**src/rtl/ptb_pkg.sv**
```systemverilog
package ptb_pkg;
   // Replacement variant chosen from the way count.
   typedef enum logic {
      RP_LRU2 = 1'b0,
      RP_FIFO = 1'b1
   } ptb_repl_e;

   function automatic ptb_repl_e pick_repl(input int unsigned ways);
      return (ways == 2) ? RP_LRU2 : RP_FIFO;
   endfunction
endpackage

```
**src/rtl/ptb_way_store.sv**
```systemverilog
module ptb_way_store #(
   parameter int unsigned SETS  = 4,
   parameter int unsigned IDX_W = 2,
   parameter int unsigned TAG_W = 16,
   parameter int unsigned TGT_W = 24
) (
   input  logic                            clk,
   input  logic                            rst_n,
   input  logic                            flush,
   input  logic                            wr_en,
   input  logic [IDX_W-1:0]                wr_idx,
   input  logic [TAG_W-1:0]                wr_tag,
   input  logic [TGT_W-1:0]                wr_tgt,
   output logic [SETS-1:0]                 vld_o,
   output logic [SETS-1:0][TAG_W-1:0]      tag_o,
   output logic [SETS-1:0][TGT_W-1:0]      tgt_o
);
   logic [SETS-1:0]            vld_q;
   logic [SETS-1:0][TAG_W-1:0] tag_q;
   logic [SETS-1:0][TGT_W-1:0] tgt_q;

   // Valid bits carry reset and flush; flush wins over a write.
   always_ff @(posedge clk) begin
      if (!rst_n || flush) begin
         vld_q <= '0;
      end else if (wr_en) begin
         vld_q[wr_idx] <= 1'b1;
      end
   end

   // Payload needs no reset: it is only read through a valid bit.
   always_ff @(posedge clk) begin
      if (wr_en && !flush) begin
         tag_q[wr_idx] <= wr_tag;
         tgt_q[wr_idx] <= wr_tgt;
      end
   end

   assign vld_o = vld_q;
   assign tag_o = tag_q;
   assign tgt_o = tgt_q;
endmodule

```
**src/rtl/ptb_match.sv**
```systemverilog
module ptb_match #(
   parameter int unsigned WAYS  = 2,
   parameter int unsigned TAG_W = 16,
   parameter int unsigned TGT_W = 24
) (
   input  logic [WAYS-1:0]             vld,
   input  logic [WAYS-1:0][TAG_W-1:0]  tags,
   input  logic [WAYS-1:0][TGT_W-1:0]  tgts,
   input  logic [TAG_W-1:0]            key,
   output logic [WAYS-1:0]             hit_vec,
   output logic                        hit,
   output logic [TGT_W-1:0]            tgt
);
   // One comparator per way, all in parallel.
   for (genvar w = 0; w < WAYS; w++) begin : g_cmp
      assign hit_vec[w] = vld[w] && (tags[w] == key);
   end

   // AND-OR select; at most one way matches.
   always_comb begin
      tgt = '0;
      for (int w = 0; w < WAYS; w++) begin
         tgt = tgt | (hit_vec[w] ? tgts[w] : '0);
      end
   end

   assign hit = |hit_vec;
endmodule

```
**src/rtl/ptb_victim.sv**
```systemverilog
module ptb_victim
   import ptb_pkg::*;
#(
   parameter int unsigned SETS  = 4,
   parameter int unsigned IDX_W = 2,
   parameter int unsigned WAYS  = 2,
   parameter int unsigned WAY_W = 1
) (
   input  logic             clk,
   input  logic             rst_n,
   input  logic             flush,
   input  logic             wr_en,
   input  logic [IDX_W-1:0] wr_idx,
   input  logic [WAY_W-1:0] wr_way,
   input  logic             wr_new,
   input  logic [IDX_W-1:0] rd_idx,
   output logic [WAY_W-1:0] victim_o
);
   localparam ptb_repl_e REPL = pick_repl(WAYS);

   if (REPL == RP_LRU2) begin : g_lru
      // One bit per set naming the way written longest ago.
      logic [SETS-1:0] lru_q;
      wire unused_new = wr_new;

      always_ff @(posedge clk) begin
         if (!rst_n || flush) begin
            lru_q <= '0;
         end else if (wr_en) begin
            lru_q[wr_idx] <= ~wr_way[0];
         end
      end

      assign victim_o = WAY_W'(lru_q[rd_idx]);
   end else begin : g_fifo
      // Round-robin pointer advanced on installs only.
      logic [SETS-1:0][WAY_W-1:0] ptr_q;
      wire [WAY_W-1:0] unused_way = wr_way;

      always_ff @(posedge clk) begin
         if (!rst_n || flush) begin
            ptr_q <= '0;
         end else if (wr_en && wr_new) begin
            if (ptr_q[wr_idx] == WAY_W'(WAYS - 1)) begin
               ptr_q[wr_idx] <= '0;
            end else begin
               ptr_q[wr_idx] <= ptr_q[wr_idx] + 1'b1;
            end
         end
      end

      assign victim_o = ptr_q[rd_idx];
   end
endmodule

```
**src/rtl/ptag_btb.sv**
```systemverilog
module ptag_btb
   import ptb_pkg::*;
#(
   parameter int unsigned PC_W        = 32,
   parameter int unsigned SETS        = 4,
   parameter int unsigned WAYS        = 2,
   parameter int unsigned TAG_W       = 16,
   parameter int unsigned TGT_W       = 24,
   parameter int unsigned GROUP_BYTES = 16
) (
   input  logic             clk,
   input  logic             rst_n,
   input  logic             flush,
   input  logic [PC_W-1:0]  lk_pc,
   output logic             lk_hit,
   output logic [PC_W-1:0]  lk_next_pc,
   input  logic             up_en,
   input  logic [PC_W-1:0]  up_pc,
   input  logic [TGT_W-1:0] up_tgt_lo
);
   localparam int unsigned OFS_W   = $clog2(GROUP_BYTES);
   localparam int unsigned IDX_W   = $clog2(SETS);
   localparam int unsigned TAG_LSB = OFS_W + IDX_W;
   localparam int unsigned TAG_MSB = TAG_LSB + TAG_W - 1;
   localparam int unsigned WAY_W   = (WAYS > 1) ? $clog2(WAYS) : 1;

   // Elaboration-time parameter checks.
   if (SETS < 2 || (1 << IDX_W) != SETS) begin : g_bad_sets
      $error("SETS must be a power of two, at least 2");
   end
   if (GROUP_BYTES < 2 || (1 << OFS_W) != GROUP_BYTES) begin : g_bad_grp
      $error("GROUP_BYTES must be a power of two, at least 2");
   end
   if (WAYS < 2) begin : g_bad_ways
      $error("WAYS must be at least 2");
   end
   if (TAG_MSB >= PC_W) begin : g_bad_tag
      $error("tag field runs past the address");
   end
   if (TGT_W >= PC_W || TGT_W <= TAG_LSB) begin : g_bad_tgt
      $error("TGT_W must be below PC_W and above the index field");
   end

   // Field extraction.
   logic [IDX_W-1:0] lk_idx, up_idx;
   logic [TAG_W-1:0] lk_tag, up_tag;

   assign lk_idx = lk_pc[TAG_LSB-1:OFS_W];
   assign lk_tag = lk_pc[TAG_MSB:TAG_LSB];
   assign up_idx = up_pc[TAG_LSB-1:OFS_W];
   assign up_tag = up_pc[TAG_MSB:TAG_LSB];

   wire unused_up_bits = ^{up_pc[PC_W-1:TAG_MSB+1], up_pc[OFS_W-1:0]};

   // Storage, one bank per way.
   logic [WAYS-1:0][SETS-1:0]            vld_all;
   logic [WAYS-1:0][SETS-1:0][TAG_W-1:0] tag_all;
   logic [WAYS-1:0][SETS-1:0][TGT_W-1:0] tgt_all;
   logic [WAYS-1:0]                      way_we;

   logic [WAYS-1:0]             lk_v, up_v;
   logic [WAYS-1:0][TAG_W-1:0]  lk_tags, up_tags;
   logic [WAYS-1:0][TGT_W-1:0]  lk_tgts, up_tgts;

   logic             up_wr;
   logic [WAY_W-1:0] up_way, up_hit_way, victim;

   assign up_wr = up_en && !flush;

   for (genvar w = 0; w < WAYS; w++) begin : g_way
      assign way_we[w] = up_wr && (up_way == WAY_W'(w));

      ptb_way_store #(
         .SETS  (SETS),
         .IDX_W (IDX_W),
         .TAG_W (TAG_W),
         .TGT_W (TGT_W)
      ) u_store (
         .clk    (clk),
         .rst_n  (rst_n),
         .flush  (flush),
         .wr_en  (way_we[w]),
         .wr_idx (up_idx),
         .wr_tag (up_tag),
         .wr_tgt (up_tgt_lo),
         .vld_o  (vld_all[w]),
         .tag_o  (tag_all[w]),
         .tgt_o  (tgt_all[w])
      );

      assign lk_v[w]    = vld_all[w][lk_idx];
      assign lk_tags[w] = tag_all[w][lk_idx];
      assign lk_tgts[w] = tgt_all[w][lk_idx];
      assign up_v[w]    = vld_all[w][up_idx];
      assign up_tags[w] = tag_all[w][up_idx];
      assign up_tgts[w] = tgt_all[w][up_idx];
   end

   // Lookup side.
   logic [WAYS-1:0]  lk_hitvec;
   logic [TGT_W-1:0] lk_tgt;

   ptb_match #(
      .WAYS  (WAYS),
      .TAG_W (TAG_W),
      .TGT_W (TGT_W)
   ) u_lk_match (
      .vld     (lk_v),
      .tags    (lk_tags),
      .tgts    (lk_tgts),
      .key     (lk_tag),
      .hit_vec (lk_hitvec),
      .hit     (lk_hit),
      .tgt     (lk_tgt)
   );

   assign lk_next_pc = lk_hit ? {lk_pc[PC_W-1:TGT_W], lk_tgt}
                              : lk_pc + PC_W'(GROUP_BYTES);

   // Update side: refresh a matching way, else take the victim.
   logic [WAYS-1:0]  up_hitvec;
   logic             up_hit;
   logic [TGT_W-1:0] unused_up_tgt;

   ptb_match #(
      .WAYS  (WAYS),
      .TAG_W (TAG_W),
      .TGT_W (TGT_W)
   ) u_up_match (
      .vld     (up_v),
      .tags    (up_tags),
      .tgts    (up_tgts),
      .key     (up_tag),
      .hit_vec (up_hitvec),
      .hit     (up_hit),
      .tgt     (unused_up_tgt)
   );

   always_comb begin
      up_hit_way = '0;
      for (int w = 0; w < WAYS; w++) begin
         if (up_hitvec[w]) begin
            up_hit_way = WAY_W'(w);
         end
      end
   end

   assign up_way = up_hit ? up_hit_way : victim;

   ptb_victim #(
      .SETS  (SETS),
      .IDX_W (IDX_W),
      .WAYS  (WAYS),
      .WAY_W (WAY_W)
   ) u_victim (
      .clk      (clk),
      .rst_n    (rst_n),
      .flush    (flush),
      .wr_en    (up_wr),
      .wr_idx   (up_idx),
      .wr_way   (up_way),
      .wr_new   (!up_hit),
      .rd_idx   (up_idx),
      .victim_o (victim)
   );

   // Flat valid view for the bound checker.
   logic [WAYS*SETS-1:0] vld_flat;
   assign vld_flat = vld_all;
endmodule

```
**config.mk**
```make
export PLATFORM = sky130hd
export DESIGN_NAME = ptag_btb
export DESIGN_NICKNAME = d
export VERILOG_FILES = /design/src/rtl/ptb_pkg.sv /design/src/rtl/ptb_way_store.sv /design/src/rtl/ptb_match.sv /design/src/rtl/ptb_victim.sv /design/src/rtl/ptag_btb.sv
export SDC_FILE = /design/constraint.sdc
export NUM_CORES = 1
export LEC_CHECK = 0
export BUFFER_PORTS_ARGS = -buffer_cell sky130_fd_sc_hd__buf_4
export CORE_ASPECT_RATIO = 0.8
export CORE_MARGIN = 5
export CORE_UTILIZATION = 45
export DETAILED_ROUTE_END_ITERATION = 10
export PLACE_DENSITY = 0.61
export SYNTH_ARGS = -nofsm -noshare
export SYNTH_HDL_FRONTEND = slang
export SYNTH_HIERARCHICAL = 1
export SYNTH_SLANG_ARGS = --single-unit
export TNS_END_PERCENT = 100
```
**constraint.sdc**
```tcl
create_clock -name clk -period 12.99 [get_ports clk]
set_input_delay 2.598 -clock clk [delete_from_list [all_inputs] [get_ports clk]]
set_output_delay 2.598 -clock clk [all_outputs]
set_load 0.01 [all_outputs]
```
==> metrics.cfg, run 1 <==
[status]
status = finished clean

[sta]
tns_ns = 0
period_minus_slack_ns = 9.76
fmax_ghz = 0.102
setup_viol = 0
hold_viol = 0
post-route-period-util_pct = 75.2
rsz0062_at_grt = false
tightest_slew_ns = 0.853
slew_headroom_pct = 43.1
final_max_slew_viol_count = 0
fin_ws_ns = 3.23
skew_ns = 0.0199

[grt]
grt_pass1_wl_um = 54700
overflow = 0
grt_usage_pct = 19.2
grt_start_max_net_pins = 57
antenna_found_initial = 4
grt_pass1_vias = 8467

[clock_network]
clkTransAtPathRegs_ns = 0.06
post-cts-setup-buffers = 0
ctsResizeCount = 0
cts_max_path_buffers = 3
cts_buffers = 37
clk_latency_ns = 0.51
h-tree-depth = 2
cts_tree = done
root_buffer = clkbuf_16
clock-sinks = 332
hold_buffers = 0

[setup_path]
start_kind = primary input
crit_path_end_kind = output pin
path_class = in2out
rr_worst_depth = 9
crit_fanout = 32
reg2reg_from = g_way[0].u_store/tag_o[3]$_DFFE_PP_
reg2reg_to = g_way[1].u_store/tag_o[42]$_DFFE_PP_
worstPathArrival_ns = 7.17
crit_required_ns = 10.39
regToRegSetupSlack_ns = 8.37

[drt]
drc_errors = 0
drt-vias-per-instance = 5.81
drtAntennaViolNets = 0
drt_first_pass_iters = 5
routedWlPerCell_um = 25.5
wirelength_um = 36200
drtIter0Drc = 610
vias = 8232

[job]
cap_viol_max_count = 0

[logic_synthesis]
postSynthCellCount = 840
yosys_warnings = 6
syn_nets = 933
postSynthAreaPerCell_um2 = 18.1
synthesis.area_mm2 = 0.0152

[min_path]
min_path_type = reg2reg
hold_end = g_way[0].u_store/vld_o[2]$_SDFFE_PP0P_
min_path_cells = 2
hp-start = g_way[0].u_store/vld_o[2]$_SDFFE_PP0P_

[place]
dp.final_hpwl_um = 21400
port_buffers = 110
globalplace.congestion = 0.775
post-place-ws_ns = 3.28

[pwr]
p_per_area_mw_per_mm2 = 133
vdd_drop_max_v = 0.0000697
p_leak_nw = 5.52

[layout]
fill_cells = 2702
syn_to_final_growth_pct = 16.2
seqCellArea_mm2 = 0.00985
drive_above_1_share_pct = 34.6
multi_input_area_mm2 = 0.00507
nNetsFinal = 1048

[floorplanning]
fp.dieW_um = 215
start_util_pct = 45.3
core_area_mm2 = 0.0335
fp-row-count = 60
dieArea_mm2 = 0.0375
die_y_um = 174
ios = 125

[power breakdown]
group          total, mW  switching (mW)  internal, mW
clock              0.990           0.401         0.589
sequential          1.18         0.00184          1.18
combinational      0.178          0.0977        0.0806
total               2.35           0.501          1.85
[flip-flops by register name, summed over array words and instances (netlist names)]
name,flops
u_victim/g_lru.lru_q,4
g_way.u_store/tag_o,128
g_way.u_store/vld_o,8
g_way.u_store/tgt_o,192
[how the worst max path moves through the flow]
stage | startpoint | to | slack [ns] | depth (start not counted)
CTS | lk_pc[5] | lk_next_pc[25] | 3.24 | 14
floorplan | up_pc[4] | g_way[0].u_store/tag_o[0]$_DFFE_PP_ | 3.00 | 11
global route | lk_pc[5] | lk_next_pc[26] | 3.00 | 14
finish | lk_pc[5] | lk_next_pc[25] | 3.23 | 14
global placement | lk_pc[5] | lk_next_pc[25] | 3.34 | 14
detailed placement | lk_pc[5] | lk_next_pc[25] | 3.28 | 14
[through the flow]
stage / utilization (%) / cell area (um^2) / hold WS (ns) / power (mW) / std cells
4_1_cts: 52.6 / 17600 / 0.455 / 2.37 / 1417
6_report: 52.7 / 17600 / 0.453 / 2.35 / 1418
5_1_grt: 52.7 / 17600 / 0.477 / 2.44 / 1418
3_5_place_dp: 49.2 / 16500 / 0.447 / 1.38 / 1350
2_1_floorplan: - / 15200 / 0.432 / 1.30 / 840
3_3_place_gp: 49.2 / 16500 / 0.446 / 1.38 / 1350
[placed cells by master, fill, tap and decap left out, types with 4 or more instances in the layout]
cell and n:
mux2_2 6, nor4bb_4 4, nor3_1 7, clkbuf_16 39
nor2b_1 6, nand4_1 18, a21oi_1 6, nand2_1 74
clkbuf_1 9, o31a_1 6, and4_1 6, nor2_1 4
clkinv_2 9, buf_4 127, nand3b_1 9, nand3_1 9
edfxtp_1 320, dfxtp_1 12, xnor2_1 55, nand2b_1 5
mux2i_1 4, inv_1 13, o21ai_0 12, o22ai_1 6
mux4_2 117, xor2_1 28, o22ai_2 19, clkinv_1 6
or4_1 6
[critical path: stages]
cell and delay [ns]:
buf_4 0.37, buf_4 0.54, mux4_2 0.41, xnor2_1 0.30, nand4_1 0.19, or4_1 0.54
buf_4 0.31, o22ai_4 0.71, buf_4 0.39, nor2b_1 0.16, nand4_4 0.18, nor3_1 0.08
xnor2_1 0.16, buf_4 0.15
[final cells by class]
type,instances,area share (%)
clock buffer,48,5.73
clock inverter,19,0.816
inverter,13,0.277
sequential,332,55.9
timing repair buffer,128,5.47
multi-input combinational,443,28.7
antenna,1,0.0142
tap,434,3.08
[metal layers]
metal	vias up	part of all wire (%)	track usage [%]
met5	-	0.11	0
met3	44	6.5	3.85
met4	6	1.4	4.03
li1	3655	-	-
met2	264	48	30.7
met1	4263	44	27.8
Power figures use the tool's default switching activity.
==> inputs of run 2 (changes only) <==
==> constraint.sdc (replaced) <==
create_clock -name clk -period 9.3 [get_ports clk]
set_input_delay 1.86 -clock clk [delete_from_list [all_inputs] [get_ports clk]]
set_output_delay 1.86 -clock clk [all_outputs]
set_load 0.01 [all_outputs]
==> run 2 against run 1 <==
Effect of this change:
- non-clock buffer count increased by 3
- combinational power increased by 40%
- highest routed layer unchanged
- global-route usage increased by 0.12 points
- sequential power increased by 40%
==> metrics.cfg, run 2 (synthesis results as in run 1) <==
[place]
post-place-ws_ns = 1.68  ; was 3.28 ns
dp.final_hpwl_um = 21700  ; was 21400 um
globalplace.congestion = 0.761  ; was 0.775
port_buffers = 110  ; unchanged

[layout]
layout_common_cells = 320 x edfxtp_1, 129 x buf_4, 117 x mux4_2, 74 x nand2_1, 55 x xnor2_1  ; was 320 x edfxtp_1, 127 x buf_4, 117 x mux4_2, 74 x nand2_1, 55 x xnor2_1
final_util_pct = 52.4  ; was 52.7%
final_common_cell = edfxtp_1  ; unchanged
largest_register_ffs = 192  ; unchanged
multi_input_area_mm2 = 0.00507  ; unchanged
fill_cells = 2763  ; was 2702
drive_above_1_share_pct = 34.2  ; was 34.6%
nNetsFinal = 1049  ; was 1048
seqCellArea_mm2 = 0.00985  ; unchanged
syn_to_final_growth_pct = 15.7  ; was 16.2%

[pwr]
p_per_area_mw_per_mm2 = 181  ; was 133 mW/mm^2
seq_power_share_pct = 51.9  ; was 50.3%
p_sw_share_pct = 21.5  ; was 21.3%
vdd_drop_max_v = 0.000128  ; was 0.0000697 V
p_switching_mw = 0.683  ; was 0.501 mW
p_leak_nw = 5.48  ; was 5.52 nW
p_int_mw = 2.50  ; was 1.85 mW
combPwrFrac_pct = 7.9  ; was 7.6%
pwr-share-clk_pct = 40.2  ; was 42.1%
power_mw = 3.18  ; was 2.35 mW

[setup_path]
worstPathArrival_ns = 5.74  ; was 7.17 ns
slowest_stage = mux4_2  ; was o22ai_4
crit_path_end_kind = output pin  ; unchanged
start_kind = primary input  ; unchanged
slowest_delay_ns = 0.60  ; was 0.71 ns
crit_required_ns = 7.44  ; was 10.39 ns
cp_top_family = simple AND/OR/NAND/NOR gates  ; was buffers and inverters
path_class = in2out  ; unchanged
crit_fanout = 43  ; was 32
critical_path.cell_chain = buf_6 -> mux4_2 -> xnor2_1 -> nand4_1 -> or4_1 -> buf_4 -> o22ai_4 -> nor2b_1 -> nand4_4 -> nor3_1 -> xnor2_1 -> buf_4  ; was buf_4 -> buf_4 -> mux4_2 -> xnor2_1 -> nand4_1 -> or4_1 -> buf_4 -> o22ai_4 -> buf_4 -> nor2b_1 -> nand4_4 -> nor3_1 -> xnor2_1 -> buf_4
path_buf_inv = 3  ; was 5

[sta]
period_minus_slack_ns = 7.60
tns_ns = 0  ; unchanged
setup_viol = 0  ; unchanged
final_max_slew_viol_count = 0  ; unchanged
skew_ns = 0.0223  ; was 0.0199 ns
fin_ws_ns = 1.70  ; was 3.23 ns
rsz0062_at_grt = false  ; unchanged
hold_viol = 0  ; unchanged
fmax_ghz = 0.132
tightest_slew_ns = 1.03  ; was 0.853 ns
slew_headroom_pct = 31.1  ; was 43.1%
post-route-period-util_pct = 81.7
fin_hold_ws_ns = 0.458  ; was 0.453 ns

[drt]
routedWlPerCell_um = 25.6  ; was 25.5 um
drtAntennaViolNets = 0  ; unchanged
drt-vias-per-instance = 5.82  ; was 5.81
wirelength_um = 36100  ; was 36200 um
drtIter0Drc = 487  ; was 610
drt_first_pass_iters = 5  ; unchanged
vias = 8224  ; was 8232
drc_errors = 0  ; unchanged

[grt]
grt_usage_pct = 19.3  ; was 19.2%
antenna_found_initial = 3  ; was 4
grt_pass1_vias = 8595  ; was 8467
grt_start_max_net_pins = 57  ; unchanged
overflow = 0  ; unchanged
grt_pass1_wl_um = 55000  ; was 54700 um

[clock_network]
h-tree-depth = 2  ; unchanged
cts_tree = done  ; unchanged
cts_buffers = 35  ; was 37
hold_buffers = 0  ; unchanged
clock-sinks = 332  ; unchanged
clk_latency_ns = 0.51  ; about the same
post-cts-setup-buffers = 0  ; unchanged
clkTransAtPathRegs_ns = 0.06  ; about the same
ctsResizeCount = 0  ; unchanged
cts_max_path_buffers = 3  ; unchanged
root_buffer = clkbuf_16  ; unchanged

[floorplanning]
die_y_um = 174  ; unchanged
fp.dieW_um = 215  ; unchanged
fp-row-count = 60  ; unchanged
ios = 125  ; unchanged
core_area_mm2 = 0.0335  ; unchanged
start_util_pct = 45.3  ; unchanged
dieArea_mm2 = 0.0375  ; unchanged

[status]
status = finished clean  ; unchanged

[min_path]
min_path_type = reg2reg  ; unchanged

[job]
cap_viol_max_count = 0  ; unchanged

==> run 2: stage by stage <==
stage	area, um^2	cells
5_1_grt	17500	1413
3_5_place_dp	16500	1353
4_1_cts	17500	1412
3_3_place_gp	16500	1353
2_1_floorplan	15200	840
6_report	17500	1413
==> run 2: power by group through the flow <==
stage / clock network [mW] / registers, mW / logic [mW]
2_1_floorplan: 0 / 1.68 / 0.139
3_3_place_gp: 0 / 1.68 / 0.251
3_5_place_dp: 0 / 1.68 / 0.252
4_1_cts: 1.31 / 1.65 / 0.252
5_1_grt: 1.38 / 1.65 / 0.269
6_report: 1.28 / 1.65 / 0.250
==> run 2: final timing paths <==
check | start | to | slack (ns) | cells after the start
min | g_way[1].u_store/vld_o[1]$_SDFFE_PP0P_ | g_way[1].u_store/vld_o[1]$_SDFFE_PP0P_ | 0.46 | 2
min reg2reg | g_way[1].u_store/vld_o[1]$_SDFFE_PP0P_ | g_way[1].u_store/vld_o[1]$_SDFFE_PP0P_ | 0.46 | 2
max reg2reg | g_way[0].u_store/tag_o[51]$_DFFE_PP_ | g_way[0].u_store/tag_o[59]$_DFFE_PP_ | 4.76 | 9
max | lk_pc[4] | lk_next_pc[25] | 1.70 | 12
==> run 2: area by class of cell <==
class | instances | area share [%]
sequential | 332 | 56.1
inverter | 13 | 0.278
tap | 434 | 3.09
clock inverter | 15 | 0.599
multi-input combinational | 443 | 28.9
timing repair buffer | 131 | 5.70
clock buffer | 44 | 5.31
antenna | 1 | 0.0143
==> run 2: tightest hold or removal path, stage by stage, from the launching register on <==
cell and delay (ns):
dfxtp_1 0.32, inv_1 0.05, a21oi_1 0.05
==> run 2: layer usage <==
metal  vias up  global-route usage [%]  routed length (um)
met5         -                       0                  20
met4         2                    3.52                 510
met3        35                    3.59                2290
met2       248                    30.6               17100
met1      4278                    28.7               16200
li1       3661                       -                   -
==> inputs of run 3 (changes only) <==
--- a/config.mk
+++ b/config.mk
@@ -10,7 +10,7 @@
 export CORE_MARGIN = 5
 export CORE_UTILIZATION = 45
 export DETAILED_ROUTE_END_ITERATION = 10
-export PLACE_DENSITY = 0.61
+export PLACE_DENSITY = 0.63
 export SYNTH_ARGS = -nofsm -noshare
 export SYNTH_HDL_FRONTEND = slang
 export SYNTH_HIERARCHICAL = 1
==> constraint.sdc (replaced) <==
create_clock -name clk -period 6.7 [get_ports clk]
set_input_delay 1.34 -clock clk [delete_from_list [all_inputs] [get_ports clk]]
set_output_delay 1.34 -clock clk [all_outputs]
set_load 0.01 [all_outputs]
==> run 3 against run 2 <==
Effect of this change:
- combinational power up 42%
- critical path depth down 2
- die area unchanged
- count of clock-buffer cells in the layout up 2
- largest cell class unchanged
==> metrics.cfg, run 3 (synthesis results as in run 1) <==
[drt]
routedWlPerCell_um = 25.3  ; was 25.6 um
drtIter0Drc = 743  ; was 487
drt-vias-per-instance = 5.87  ; was 5.82
drc_errors = 0  ; unchanged
vias = 8352  ; was 8224
drtAntennaViolNets = 0  ; unchanged
wirelength_um = 36000  ; was 36100 um
drt_first_pass_iters = 5  ; unchanged

[grt]
antenna_found_initial = 3  ; unchanged
grt_start_max_net_pins = 53  ; was 57
grt_usage_pct = 19.1  ; was 19.3%
grt_pass1_vias = 8581  ; was 8595
overflow = 0  ; unchanged
grt_pass1_wl_um = 54400  ; was 55000 um

[place]
dp.final_hpwl_um = 22000  ; was 21700 um
placed_area_mm2 = 0.0167  ; was 0.0165 mm^2
port_buffers = 110  ; unchanged
globalplace.congestion = 0.786  ; was 0.761
post-place-ws_ns = 0.748  ; was 1.68 ns

[pwr]
seq_power_share_pct = 49.7  ; was 51.9%
p_int_mw = 3.64  ; was 2.50 mW
p_per_area_mw_per_mm2 = 258  ; was 181 mW/mm^2
vdd_drop_max_v = 0.000187  ; was 0.000128 V
p_sw_share_pct = 21.0  ; was 21.5%
p_leak_nw = 5.62  ; was 5.48 nW
combPwrFrac_pct = 7.7  ; was 7.9%
pwr-share-clk_pct = 42.6  ; was 40.2%
power_mw = 4.61  ; was 3.18 mW
p_switching_mw = 0.967  ; was 0.683 mW

[floorplanning]
fp.dieW_um = 215  ; unchanged
start_util_pct = 45.3  ; unchanged
ios = 125  ; unchanged
core_area_mm2 = 0.0335  ; unchanged
dieArea_mm2 = 0.0375  ; unchanged
die_y_um = 174  ; unchanged
fp-row-count = 60  ; unchanged

[setup_path]
worstPathArrival_ns = 4.62  ; was 5.74 ns
crit_required_ns = 5.36  ; was 7.44 ns
crit_path_end_kind = output pin  ; unchanged
path_class = in2out  ; unchanged
reg2reg_from = g_way[0].u_store/tag_o[19]$_DFFE_PP_  ; was g_way[0].u_store/tag_o[51]$_DFFE_PP_
critPathLaunch = lk_pc[4]  ; unchanged
crit_fanout = 29  ; was 43
start_kind = primary input  ; unchanged

[clock_network]
cts_buffers = 36  ; was 35
ctsResizeCount = 0  ; unchanged
root_buffer = clkbuf_16  ; unchanged
cts_tree = done  ; unchanged
clock-sinks = 332  ; unchanged
h-tree-depth = 2  ; unchanged
hold_buffers = 0  ; unchanged
post-cts-setup-buffers = 0  ; unchanged
clk_latency_ns = 0.52  ; was 0.51 ns
cts_max_path_buffers = 3  ; unchanged
clkTransAtPathRegs_ns = 0.06  ; about the same

[sta]
period_minus_slack_ns = 5.96
skew_ns = 0.0229  ; was 0.0223 ns
fin_ws_ns = 0.736  ; was 1.70 ns
setup_viol = 0  ; unchanged
post-route-period-util_pct = 89.0
final_max_slew_viol_count = 0  ; unchanged
slew_headroom_pct = 47.0  ; was 31.1%
hold_viol = 0  ; unchanged
tightest_slew_ns = 0.796  ; was 1.03 ns
fmax_ghz = 0.168
rsz0062_at_grt = false  ; unchanged

[min_path]
hp-start = g_way[1].u_store/vld_o[0]$_SDFFE_PP0P_  ; was g_way[1].u_store/vld_o[1]$_SDFFE_PP0P_
min_path_type = reg2reg  ; unchanged

[layout]
syn_to_final_growth_pct = 17.9  ; was 15.7%
postLayoutCellArea_mm2 = 0.0179  ; was 0.0175 mm^2
nNetsFinal = 1058  ; was 1049
largest_register_ffs = 192  ; unchanged
drive_above_1_share_pct = 35.4  ; was 34.2%
final_common_cell = edfxtp_1  ; unchanged
layout_common_cells = 320 x edfxtp_1, 127 x buf_4, 117 x mux4_2, 74 x nand2_1, 55 x xnor2_1  ; was 320 x edfxtp_1, 129 x buf_4, 117 x mux4_2, 74 x nand2_1, 55 x xnor2_1

[job]
cap_viol_max_count = 0  ; unchanged

[status]
status = finished clean  ; unchanged

[run 3: final cells by class]
class                   instances  area [um^2]
repair buffers                139         1180
inverters                      13         48.8
multi-input cells             443         5080
clock buffers                  46          981
flip-flops and latches        332         9850
diodes                          1         2.50
well taps                     434          543
clock inverters                14          186
fillers                      2708        15600
[run 3: power by group through the flow]
stage | clock, mW | combinational (mW) | sequential, mW
after floorplan | 0 | 0.193 | 2.34
after detailed placement | 0 | 0.357 | 2.33
after global routing | 2.08 | 0.381 | 2.29
after global placement | 0 | 0.354 | 2.33
final | 1.96 | 0.355 | 2.29
after CTS | 2.00 | 0.358 | 2.29
[run 3: final timing paths]
| kind | depth (start not counted) | to | slack [ns] |
|---|---|---|---|
| hold reg to reg | 2 | g_way[1].u_store/vld_o[0]$_SDFFE_PP0P_ | 0.46 |
| setup / recovery | 10 | lk_next_pc[2] | 0.74 |
| setup reg to reg | 9 | g_way[0].u_store/tag_o[43]$_DFFE_PP_ | 2.47 |
| hold / removal | 2 | g_way[1].u_store/vld_o[0]$_SDFFE_PP0P_ | 0.46 |
[run 3: critical path, stage by stage]
cell and delay, ns:
buf_6 0.24, buf_12 0.23, mux4_2 0.52, xnor2_1 0.29
nand4_1 0.16, or4_1 0.65, o22ai_4 0.36, buf_12 0.24
mux2_2 0.39, buf_4 0.15
[run 3: per-layer routing]
metal / up-vias / wire length, um / global-route usage (%)
met5: - / 8 / 0
met3: 38 / 2030 / 3.13
met1: 4386 / 16400 / 28.6
met2: 260 / 17000 / 29.9
li1: 3666 / - / -
met4: 2 / 536 / 4.35
[run 3: metrics by stage]
stage / utilization (%) / setup TNS, ns / instances / hold slack [ns]
2_1_floorplan: - / -8.66 / 840 / 0.432
3_3_place_gp: 49.9 / 0 / 1361 / 0.450
3_5_place_dp: 49.9 / 0 / 1361 / 0.453
4_1_cts: 53.4 / 0 / 1421 / 0.462
5_1_grt: 53.4 / 0 / 1422 / 0.482
6_report: 53.4 / 0 / 1422 / 0.462
